===== src/rtl/tmr_pkg.sv =====
// Shared definitions for the timer bank: byte width, mode-byte fields,
// clock-select codes and the register groups the address decoder yields.
package tmr_pkg;
    localparam int BYTE_W = 8;
    localparam int MB_CE  = 7;      // count enable bit of a mode byte
    localparam int MB_LD  = 6;      // load request bit of a mode byte
    localparam logic [1:0] CLK_CASC = 2'b11;

    typedef enum logic [1:0] {
        RG_MODE = 2'd0,
        RG_BASE = 2'd1,
        RG_CNT  = 2'd2,
        RG_NONE = 2'd3
    } reg_grp_e;
endpackage


===== src/rtl/tmr_bus_decode.sv =====
// Address and size decoder for the timer bank.
// Turns offset and size code into a register group, a mask of the timers the
// access touches, and the byte lane each touched timer uses.
// Assumes a power-of-two NUM_TMR of at most 8, so the index fits below bit 4.
module tmr_bus_decode
    import tmr_pkg::*;
#(
    parameter int NUM_TMR = 4,
    parameter int ADDR_W  = 8,
    localparam int IDX_W  = $clog2(NUM_TMR)
) (
    input  logic [ADDR_W-1:0]             addr,
    input  logic [1:0]                    size,
    output reg_grp_e                      grp,
    output logic [NUM_TMR-1:0]            sel,
    output logic [NUM_TMR-1:0][IDX_W-1:0] lane,
    output logic                          bad
);
    logic [IDX_W-1:0]    idx;
    logic [ADDR_W-5:0]   hi;
    logic [3-IDX_W:0]    mid;
    int                  nbytes;
    logic                size_ok;

    assign idx = addr[IDX_W-1:0];
    assign hi  = addr[ADDR_W-1:4];
    assign mid = addr[3:IDX_W];

    // Register group from the upper address nibble.
    always_comb begin
        unique case (hi)
            '0:                   grp = RG_MODE;
            (ADDR_W-4)'(1):       grp = RG_BASE;
            (ADDR_W-4)'(2):       grp = RG_CNT;
            default:              grp = RG_NONE;
        endcase
    end

    // Width, alignment and overall legality of the access.
    always_comb begin
        unique case (size)
            2'd0:    nbytes = 1;
            2'd1:    nbytes = 2;
            2'd2:    nbytes = 4;
            default: nbytes = 0;
        endcase
        size_ok = (nbytes != 0) && (nbytes <= NUM_TMR) &&
                  ((int'(idx) & (nbytes - 1)) == 0);
        bad = (grp == RG_NONE) || (mid != '0) || !size_ok;
    end

    // Per-timer select and byte lane; the lowest index takes the highest lane.
    always_comb begin
        for (int t = 0; t < NUM_TMR; t++) begin
            sel[t]  = !bad && (t >= int'(idx)) && (t < int'(idx) + nbytes);
            lane[t] = IDX_W'(int'(idx) + nbytes - 1 - t);
        end
    end
endmodule


===== src/rtl/tmr_pair.sv =====
// One even/odd pair of 8-bit reload down-counters.
// The even (lower) timer may join the odd (upper) one into a 16-bit counter
// when the upper holds cascade select with count enable at the lower's start.
// Assumes that at most one mode byte of the pair is written per cycle, which
// the bank guarantees by allowing 1-byte mode writes only.
module tmr_pair
    import tmr_pkg::*;
(
    input  logic                   clk,
    input  logic                   rst_n,
    input  logic                   io_tick,
    input  logic [1:0]             mode_we,
    input  logic [1:0]             base_we,
    input  logic [1:0][BYTE_W-1:0] wbyte,
    output logic [1:0][BYTE_W-1:0] mode_q,
    output logic [1:0][BYTE_W-1:0] base_q,
    output logic [1:0][BYTE_W-1:0] cnt_q,
    output logic [1:0]             uflow,
    output logic                   wr_err
);
    logic [1:0][BYTE_W-1:0] mode_r, base_r, cnt_r;
    logic [1:0][BYTE_W-1:0] mode_nx, base_nx, cnt_nx;
    logic [1:0]             run_r, run_nx, uf_r, uf_nx;
    logic                   join_r, join_nx;
    logic                   up_casc, up_armed, lo_bad, up_bad, lo_period_nz;
    logic                   tick_lo, tick_up;
    logic [2*BYTE_W-1:0]    pair_cnt, pair_base;

    assign pair_cnt  = cnt_r;
    assign pair_base = base_r;
    assign up_casc   = (mode_r[1][1:0] == CLK_CASC);
    assign up_armed  = up_casc && mode_r[1][MB_CE];
    assign tick_lo   = io_tick && run_r[0];
    assign tick_up   = io_tick && run_r[1];

    // Legality of the mode byte offered to each timer.
    always_comb begin
        lo_bad = mode_we[0] && ((wbyte[0][MB_CE] && wbyte[0][MB_LD]) ||
                                (wbyte[0][5:2] != '0) ||
                                (wbyte[0][1:0] == CLK_CASC) ||
                                (wbyte[0][MB_CE] && up_casc && !mode_r[1][MB_CE]));
        up_bad = mode_we[1] && ((wbyte[1][MB_CE] && wbyte[1][MB_LD]) ||
                                (wbyte[1][5:2] != '0) || join_r);
        lo_period_nz = up_armed ? (pair_base != '0) : (base_r[0] != '0);
    end

    // Next state: counting first, then mode writes, then base writes override.
    always_comb begin
        mode_nx = mode_r;
        base_nx = base_r;
        cnt_nx  = cnt_r;
        run_nx  = run_r;
        join_nx = join_r;
        uf_nx   = '0;

        if (tick_lo) begin
            if (join_r) begin
                if (pair_cnt == 16'd1) begin
                    uf_nx[0] = 1'b1;
                    cnt_nx   = pair_base;
                    if (pair_base == '0) begin
                        run_nx[0] = 1'b0;
                        join_nx   = 1'b0;
                    end
                end else begin
                    cnt_nx = pair_cnt - 16'd1;
                end
            end else if (cnt_r[0] == 8'd1) begin
                uf_nx[0]  = 1'b1;
                cnt_nx[0] = base_r[0];
                if (base_r[0] == '0) run_nx[0] = 1'b0;
            end else begin
                cnt_nx[0] = cnt_r[0] - 8'd1;
            end
        end

        if (tick_up) begin
            if (cnt_r[1] == 8'd1) begin
                uf_nx[1]  = 1'b1;
                cnt_nx[1] = base_r[1];
                if (base_r[1] == '0) run_nx[1] = 1'b0;
            end else begin
                cnt_nx[1] = cnt_r[1] - 8'd1;
            end
        end

        if (mode_we[0] && !lo_bad) begin
            mode_nx[0] = wbyte[0];
            uf_nx[0]   = 1'b0;
            cnt_nx[0]  = base_r[0];
            if (join_r) cnt_nx[1] = base_r[1];
            if (wbyte[0][MB_CE] && lo_period_nz) begin
                run_nx[0] = 1'b1;
                join_nx   = up_armed;
                if (up_armed) cnt_nx[1] = base_r[1];
            end else begin
                run_nx[0] = 1'b0;
                join_nx   = 1'b0;
            end
        end

        if (mode_we[1] && !up_bad) begin
            mode_nx[1] = wbyte[1];
            uf_nx[1]   = 1'b0;
            cnt_nx[1]  = base_r[1];
            run_nx[1]  = wbyte[1][MB_CE] && (wbyte[1][1:0] != CLK_CASC) &&
                         (base_r[1] != '0);
        end

        for (int k = 0; k < 2; k++) begin
            if (base_we[k]) base_nx[k] = wbyte[k];
        end
        if (base_we[0] && !run_nx[0])             cnt_nx[0] = wbyte[0];
        if (base_we[1] && !run_nx[1] && !join_nx) cnt_nx[1] = wbyte[1];
    end

    // State registers with synchronous active-low reset.
    always_ff @(posedge clk) begin
        if (!rst_n) begin
            mode_r <= '0;
            base_r <= '0;
            cnt_r  <= '0;
            run_r  <= '0;
            join_r <= 1'b0;
            uf_r   <= '0;
        end else begin
            mode_r <= mode_nx;
            base_r <= base_nx;
            cnt_r  <= cnt_nx;
            run_r  <= run_nx;
            join_r <= join_nx;
            uf_r   <= uf_nx;
        end
    end

    assign mode_q = mode_r;
    assign base_q = base_r;
    assign cnt_q  = cnt_r;
    assign uflow  = uf_r;
    assign wr_err = lo_bad || up_bad;


    stopped_lo_chk: assert property (@(posedge clk) disable iff (!rst_n)
        !run_r[0] |-> cnt_r[0] == base_r[0]);

    stopped_up_chk: assert property (@(posedge clk) disable iff (!rst_n)
        !(run_r[1] || join_r) |-> cnt_r[1] == base_r[1]);

    nonzero_run_chk: assert property (@(posedge clk) disable iff (!rst_n)
        run_r[0] |-> (join_r ? (pair_cnt != '0) : (cnt_r[0] != '0)));

    even_no_casc_chk: assert property (@(posedge clk) disable iff (!rst_n)
        mode_r[0][1:0] != CLK_CASC);

    upper_quiet_chk: assert property (@(posedge clk) disable iff (!rst_n)
        join_r |-> !uflow[1]);

    stop_silences_chk: assert property (@(posedge clk) disable iff (!rst_n)
        (mode_we[0] && !wbyte[0][MB_CE] && wbyte[0][5:2] == '0 &&
         wbyte[0][1:0] != CLK_CASC) |=> !uflow[0]);

    uflow_needs_tick_chk: assert property (@(posedge clk) disable iff (!rst_n)
        uflow[0] |-> $past(io_tick));
endmodule


===== src/rtl/tmr_bank.sv =====
// Bank of NUM_TMR 8-bit reload down-counters behind a byte-addressed port.
// Decodes accesses, enforces the size and alignment rules, routes byte lanes
// to the timer pairs, muxes read data and keeps a sticky error flag.
// Assumes NUM_TMR is even and at most 8; reads are combinational.
module tmr_bank
    import tmr_pkg::*;
#(
    parameter int NUM_TMR = 4,
    parameter int ADDR_W  = 8,
    localparam int DATA_W = NUM_TMR * BYTE_W
) (
    input  logic              clk,
    input  logic              rst_n,
    input  logic              io_tick,
    input  logic              bus_en,
    input  logic              bus_wr,
    input  logic [ADDR_W-1:0] bus_addr,
    input  logic [1:0]        bus_size,
    input  logic [DATA_W-1:0] bus_wdata,
    output logic [DATA_W-1:0] bus_rdata,
    output logic [NUM_TMR-1:0] uflow,
    output logic              err_flag
);
    localparam int IDX_W    = $clog2(NUM_TMR);
    localparam int NUM_PAIR = NUM_TMR / 2;

    reg_grp_e                          grp;
    logic [NUM_TMR-1:0]                sel;
    logic [NUM_TMR-1:0][IDX_W-1:0]     lane;
    logic                              dec_bad, acc_err, acc_ok;
    logic [NUM_TMR-1:0][BYTE_W-1:0]    wbyte, mode_q, base_q, cnt_q;
    logic [NUM_TMR-1:0]                mode_we, base_we;
    logic [NUM_PAIR-1:0]               pair_err;

    tmr_bus_decode #(.NUM_TMR(NUM_TMR), .ADDR_W(ADDR_W)) u_dec (
        .addr (bus_addr),
        .size (bus_size),
        .grp  (grp),
        .sel  (sel),
        .lane (lane),
        .bad  (dec_bad)
    );

    // Access-level rule check: decode, counter writes, wide mode writes.
    always_comb begin
        acc_err = bus_en && (dec_bad ||
                             (bus_wr && grp == RG_CNT) ||
                             (bus_wr && grp == RG_MODE && bus_size != 2'd0));
        acc_ok  = bus_en && !acc_err;
    end

    // Per-timer write strobes and byte lanes.
    always_comb begin
        for (int t = 0; t < NUM_TMR; t++) begin
            wbyte[t]   = bus_wdata[{lane[t], 3'b000} +: BYTE_W];
            mode_we[t] = acc_ok && bus_wr && grp == RG_MODE && sel[t];
            base_we[t] = acc_ok && bus_wr && grp == RG_BASE && sel[t];
        end
    end

    for (genvar p = 0; p < NUM_PAIR; p++) begin : g_pair
        tmr_pair u_pair (
            .clk     (clk),
            .rst_n   (rst_n),
            .io_tick (io_tick),
            .mode_we (mode_we[2*p+1 -: 2]),
            .base_we (base_we[2*p+1 -: 2]),
            .wbyte   (wbyte[2*p+1 -: 2]),
            .mode_q  (mode_q[2*p+1 -: 2]),
            .base_q  (base_q[2*p+1 -: 2]),
            .cnt_q   (cnt_q[2*p+1 -: 2]),
            .uflow   (uflow[2*p+1 -: 2]),
            .wr_err  (pair_err[p])
        );
    end

    // Read data: each selected timer's byte placed in its lane.
    always_comb begin
        bus_rdata = '0;
        if (acc_ok && !bus_wr) begin
            for (int t = 0; t < NUM_TMR; t++) begin
                if (sel[t]) begin
                    unique case (grp)
                        RG_MODE: bus_rdata |= DATA_W'(mode_q[t]) << {lane[t], 3'b000};
                        RG_BASE: bus_rdata |= DATA_W'(base_q[t]) << {lane[t], 3'b000};
                        default: bus_rdata |= DATA_W'(cnt_q[t])  << {lane[t], 3'b000};
                    endcase
                end
            end
        end
    end

    // Sticky error flag, cleared only by reset.
    always_ff @(posedge clk) begin
        if (!rst_n)                     err_flag <= 1'b0;
        else if (acc_err || |pair_err)  err_flag <= 1'b1;
    end


    err_sticky_chk: assert property (@(posedge clk) disable iff (!rst_n)
        err_flag |=> err_flag);

    cnt_write_err_chk: assert property (@(posedge clk) disable iff (!rst_n)
        (bus_en && bus_wr && bus_addr[ADDR_W-1:4] == (ADDR_W-4)'(2)) |=> err_flag);
endmodule


===== config.mk =====
export PLATFORM = sky130hd
export DESIGN_NAME = tmr_bank
export DESIGN_NICKNAME = d
export VERILOG_FILES = /design/src/rtl/tmr_pkg.sv /design/src/rtl/tmr_bus_decode.sv /design/src/rtl/tmr_pair.sv /design/src/rtl/tmr_bank.sv
export SDC_FILE = /design/constraint.sdc
export NUM_CORES = 1
export LEC_CHECK = 0
export CORE_MARGIN = 2
export CORE_UTILIZATION = 50
export DETAILED_ROUTE_END_ITERATION = 10
export PLACE_DENSITY = 0.74
export SYNTH_ARGS = -nofsm -noshare
export SYNTH_HDL_FRONTEND = slang
export SYNTH_SLANG_ARGS = --single-unit

===== constraint.sdc =====
create_clock -name clk -period 5.3 [get_ports clk]
set_input_delay 0.795 -clock clk [delete_from_list [all_inputs] [get_ports clk]]
set_output_delay 0.795 -clock clk [all_outputs]
set_load 0.005 [all_outputs]

---- Word level (Yosys, flattened, before mapping) ----
Cells that the tools add are included.
word-level totals
  output and inout bits ................... 37
  memories ................................ 0
  flip-flop bits (word level) ............. 107
  bits in latches ......................... 0
  input bits .............................. 47
  bits in read-only memories .............. 0
  memory bits (writable) .................. 0
  logic and storage cells ................. 302
operators by class
  eq/ne operators ......................... 19
  reductions and logical operators ........ 123
  bitwise logic cells ..................... 15
  shift-type cells ........................ 16
  divide/modulo/power cells ............... 0
  add/subtract/negate cells ............... 12
  $mul .................................... 0
  multiplexer cells ....................... 88
  $lt $le $gt $ge ......................... 8
operators with widths
  kind                                                  number
  left shift 8 x 5 -> 32 bit                            12
  OR 32 bit                                             9
  2-to-1 mux 32 bit                                     8
  case mux 32 bit (2 select lines)                      4
  2-to-1 mux 8 bit                                      22
  indexed part select 32 x 6 -> 8 bit                   4
  2-to-1 mux 16 bit                                     6
  logical AND 1 bit                                     60
  2-to-1 mux 1 bit                                      46
  bitwise AND 3 x 32 -> 32 bit                          1
  equality test 16 x 1 -> 1 bit, second input constant  2
  equality test 8 x 1 -> 1 bit, second input constant   4
  zero test 16 bit                                      2
  zero test 32 bit                                      1
  zero test 8 bit                                       4
  nonzero test 16 bit                                   2
  nonzero test 32 bit                                   1
  nonzero test 8 bit                                    4
  subtractor 16 x 1 -> 16 bit, second input constant    2
  subtractor 8 x 1 -> 8 bit, second input constant      4
  logical OR 1 bit                                      17
  zero test 1 bit                                       16
  nonzero test 4 bit                                    4
  equality test 2 bit, second input constant            7
  other kinds (22)                                      39

---- Logic depth before layout (Yosys ltp) ----
  word-level depth ........................ 27
  depth in mapped cells ................... 20

---- Hierarchy ----
From an unflattened synthesis, not the netlist that was laid out.
unflattened totals
  cell total of the unflattened synthesis .. 1116
  area, all modules ....................... 9482.8 µm²
modules (own cells, without submodules)
  module                       sequential area each (µm²)  instances  area each (µm²)  cells an instance
  tmr_pair (g_pair[1].u_pair)  1061.0                      1          3106.7           358
  tmr_bank                     20.0                        1          3072.9           359
  tmr_pair (g_pair[0].u_pair)  1061.0                      1          2977.9           359
  tmr_bus_decode               0.0                         1          325.3            40

---- Least setup slack after synthesis ----
Ideal clock, no wire load.
  kind .................................... in2reg
  start ................................... input port bus_size[1]
  end ..................................... register g_pair[0].u_pair.cnt_r, in the netlist g_pair[0].u_pair.cnt_q[8]
  setup slack ............................. 190 ps
  setup time .............................. 116 ps
  stages .................................. 18
  required time ........................... 5184 ps
  path buffers ............................ 8
  data arrival time ....................... 4994 ps
  path through ............................ or2_2 -> ha_1 -> buf_6 -> buf_6 -> buf_6 -> buf_2 -> inv_1 -> ha_1 -> buf_2 -> buf_2 -> buf_2 -> mux4_2 -> nor4_1 -> nand3b_1 -> o311ai_1 -> nand3_2 -> buf_6 -> o211a_1
between the ends
  cells in the longest elaborated chain, start to end .. 24
  elaborated cells between the ends (all ways) .. 71
  those cells by class .................... add/sub (4); order compare (3); eq/ne (4); shift (2); mux (8); bitwise (1); reduce/logical (49)
ends and longest elaborated chain
  what                                                                           RTL line         text
  start: declaration                                                             tmr_bank.sv:18   input logic [1:0] bus_size,
  parallel branches: the longest is 23 deep, another holds adder 2 x 3 -> 4 bit  --
  2-to-1 mux 8 bit (*)                                                           tmr_pair.sv:114  if (base_we[1] && !run_nx[1] && !join_nx) cnt_nx[1] = wbyte[1];
  end signal: assignment                                                         tmr_pair.sv:129  cnt_r <= cnt_nx;
  end: declaration                                                               tmr_pair.sv:21   logic [1:0][BYTE_W-1:0] mode_r, base_r, cnt_r;
Every way passes the cells marked *.
A chain may end at the register's enable or synchronous reset.

---- Final worst setup path ----
  start ................................... input port bus_size[0]
  end ..................................... output port bus_rdata[22]
between the ends
  cells in the longest elaborated chain, start to end .. 25
  elaborated cells between the ends (all ways) .. 71
  those cells by class .................... add/sub (6); order compare (5); eq/ne (2); shift (12); mux (13); bitwise (10); reduce/logical (23)
ends and longest elaborated chain
  what                                                                           RTL line        text
  parallel branches: the longest is 24 deep, another holds adder 2 x 3 -> 4 bit  --
  2-to-1 mux 32 bit (*)                                                          tmr_bank.sv:80  if (acc_ok && !bus_wr) begin
  end: declaration                                                               tmr_bank.sv:20  output logic [DATA_W-1:0] bus_rdata,
Every way passes the cells marked *. The select of a mux whose other input is x is not followed.

==> results.toml <==
[yosys]
synthTopCellsByArea = "dfxtp_1 25%, mux4_2 8.0%, a21oi_1 7.6%, mux2i_1 6.5%, nand2_1 5.9%"
yosysTopAreaCellShare_pct = 25.3
synthAdderAreaFrac_pct = 2.16
synth_warnings = 0
synth_edf_count = 0
ys_ff_latch = 107
synthXorXnorAreaFrac_pct = 1.14
syn_inst = 1096
avgSynthCellArea_um2 = 7.71
synth_mux_area_share_pct = 15.7
synthArstFlopShare_pct = 0
syn-cell-area_um2 = 8450
yosys.area.top_type = "dfxtp_1"
synth_top_family_by_area = "compound AO/OA/AOI/OAI gates"
synth_fp_nets = 1157
ys_types = 73
synth-simple-area-share_pct = 23.6
synthFlopType = "dfxtp_1"
synth_seq_area_share_pct = 25.3
synth_compound_area_share_pct = 27.3

[finish]
area_growth_pct = 20.8
drive_above_1_share_pct = 12.8
diodes = 0
final_nets = 1257

[timing]
finalMaxSlewViolations = 0
fin_worst_skew_ns = 0.00662
worst_pin_slew_ns = 1.05
finalSetupTns_ns = 0
max_freq_mhz = 191
layout_min_cycle_time_ns = 5.24
grt_setup_unrepaired = "no"
finalSetupViolCount = 0
hold_violations = 0
slew_headroom_pct = 29.4
period_share_pct = 98.9
timing.hold.ws_ns = 0.453

[power]
combPwrFrac_pct = 23.8
p_sw_uw = 606
p_per_area_nw_per_um2 = 200
clockPowerShare_pct = 36.8
p_int_mw = 1.43
netSwitchingFraction_pct = 29.7
vdd_ir_drop_max_mv = 0.161
power.leakage_nw = 3.74
pwr-share-seq_pct = 39.4

[global_routing]
grt_pass1_wl_mm = 48.8
gr-usage-all-layers_pct = 34.2
gr-total-overflow = 0
antenna_found_initial = 0
grt_max_degree = 67
grt_pass1_vias = 8835

[hold_path]
hp-class = "register to register"

[floorplan]
die_x_um = 134
fp.dieArea_um2 = 18000
die_y_um = 134
rows = 47
core-area_um2 = 16600
ios = 84
initial_core_util_pct = 51.0

[route]
via_per_inst = 6.71
wl_per_cell_um = 21.8
first_pass_iters = 8
vias = 9529
drt-initial-drc-count = 1138
drc_errors = 0
detail-route-antenna-nets = 0
drt-total-wl_mm = 31.0

[setup_path]
cp_max_fo = 8
crit_arrival_ns = 4.45
slowest_stage = "clkdlybuf4s50_1"
critPathLaunchType = "input port"
critPathTopFamily = "buffers and inverters"
crit_chain = "clkdlybuf4s50_1, or2_2, inv_1, ha_1, fa_1, buf_4, inv_1, ha_1, nor3b_2, a2111o_1, nor3_1, buf_4, a22oi_1, a31oi_1, clkdlybuf4s50_1"
critPathBufInv = 6
worstSetupPathType = "input port to output pin"
critPathRequiredTime_ns = 4.51
endpoint_kind = "output pin"
crit_path_max_incr_delay_ns = 0.58

[clock_tree]
cts_setup_buffers = 0
path_clk_slew_ns = 0.07
clock_latency_ns = 0.36
htree_levels = 3
clk_path_buf_depth = 2
cts_buffers = 9
cts_tree = "built"
cts-root-buf = "clkbuf_16"
cts.sinks = 107

[job]
drv_cap = 0

[outcome]
status = "completed"

[place]
port_buffers = 83
dpl.hpwl_mm = 23.3
place_congestion = 0.987
## area by class of cell
type / instances / area [um^2]
fill: 1520 / 6370
multi-input combinational: 896 / 5940
sequential: 107 / 2140
timing repair buffer: 158 / 1440
tap: 220 / 275
clock buffer: 9 / 225
clock inverter: 7 / 98.8
inverter: 24 / 90.1
## cells by family after synthesis
logic type                 after synthesis
muxes                                   94
AOI/OAI and AO/OA                      363
xor gates and xnor gates                11
DFF                                    107
buffers and inverters                   93
and+or+nand+nor                        414
adders and majority gates               14
## worst reg2reg max path: cells and delay by family, from the launching register on
family,cells,cell delay (ns)
AO/OA/AOI/OAI,3,0.84
adder cells (fa/ha/maj),1,0.30
buffers and inverters,2,0.31
flip-flops,1,0.41
multiplexers,1,0.27
AND/OR/NAND/NOR,3,1.12
## cell usage in the layout, fill, tap and decap left out, drive strengths merged, types with 5 or more instances in the layout
cell,instances
a31oi,18
a222oi,6
a21o,6
clkbuf,9
and3,27
nand3b,5
o311ai,5
o31ai,5
o41ai,6
a211oi,11
mux2i,55
dfxtp,107
o21ai,53
a22oi,55
o21a,5
o211ai,15
inv,26
nand2,133
and2,7
nor2,114
nor3,25
or4,8
mux2,9
nor3b,10
nor4,18
mux4,30
ha,13
o22ai,17
clkdlybuf4s50,82
buf,76
or3,6
nand3,35
xnor2,9
a21oi,128
nand4,10
## power by group through the flow
stage          sequential, mW  combinational, mW  clock, mW
3_3_place_gp            0.823              0.470          0
2_1_floorplan           0.823              0.265          0
4_1_cts                 0.804              0.475      0.749
5_1_grt                 0.804              0.506      0.773
6_report                0.804              0.485      0.752
3_5_place_dp            0.823              0.471          0
## cells in the mapped netlist (5+ instances only)
master,n
nand2_1,133
a21oi_1,128
nor2_1,114
dfxtp_1,107
a22oi_1,55
mux2i_1,55
o21ai_0,49
clkbuf_1,48
nand3_1,33
mux4_2,30
and3_1,27
nor3_1,25
inv_1,23
a31oi_1,18
o22ai_1,17
nor4_1,15
o211ai_1,15
ha_1,13
a211oi_1,11
nand4_1,10
nor3b_1,10
buf_2,9
xnor2_1,9
mux2_2,8
and2_1,7
buf_1,7
or4_1,7
a21o_1,6
a222oi_1,6
o41ai_1,6
or3_1,6
o21a_1,5
o31ai_1,5
## routing by layer
layer / track usage (%) / routed length (um) / vias up
met5: 0 / 0 / -
met4: 17.6 / 1320 / 0
met3: 5.22 / 2760 / 99
met2: 57.6 / 15100 / 576
met1: 42.6 / 11800 / 4494
li1: - / - / 4360
## state kept, by name (all words and copies together) (netlist names)
register,cells
g_pair.u_pair.base_q,32
g_pair.u_pair.join_r,2
g_pair.u_pair.run_r,4
g_pair.u_pair.mode_q,32
g_pair.u_pair.uflow,4
err_flag,1
g_pair.u_pair.cnt_q,32
## what timing repair did
| action | 4_1_cts | 5_1_grt |
|---|---|---|
| hold buffers | 0 | 0 |
| gates resized for setup | 0 | 3 |
| setup endpoints to repair | 0 | 4 |
## metrics by stage
| stage | total power [mW] | instances | area [um^2] | worst slack, ns | utilization [%] |
|---|---|---|---|---|---|
| after global routing | 2.08 | 1421 | 10200 | 0.0191 | 61.6 |
| after CTS | 2.03 | 1421 | 10200 | 0.131 | 61.5 |
| after detailed placement | 1.29 | 1405 | 9870 | 0.106 | 59.5 |
| after global placement | 1.29 | 1405 | 9870 | 0.172 | 59.5 |
| after floorplan | 1.09 | 1096 | 8450 | 0.190 | - |
| final | 2.04 | 1421 | 10200 | 0.0585 | 61.6 |
## worst paths after layout
kind                                                               from                                      end  slack, ns  cells past startpoint
worst max register to register     g_pair[0].u_pair.cnt_q[8]$_SDFF_PN0_    g_pair[0].u_pair.cnt_q[15]$_SDFF_PN0_       1.92                     10
worst min register to register  g_pair[1].u_pair.mode_q[6]$_SDFFE_PN0P_  g_pair[1].u_pair.mode_q[6]$_SDFFE_PN0P_       0.45                      2
worst min-delay path            g_pair[1].u_pair.mode_q[6]$_SDFFE_PN0P_  g_pair[1].u_pair.mode_q[6]$_SDFFE_PN0P_       0.45                      2
worst max-delay path                                        bus_size[0]                            bus_rdata[22]       0.06                     15
No activity file was read; power rests on OpenSTA's default activity.
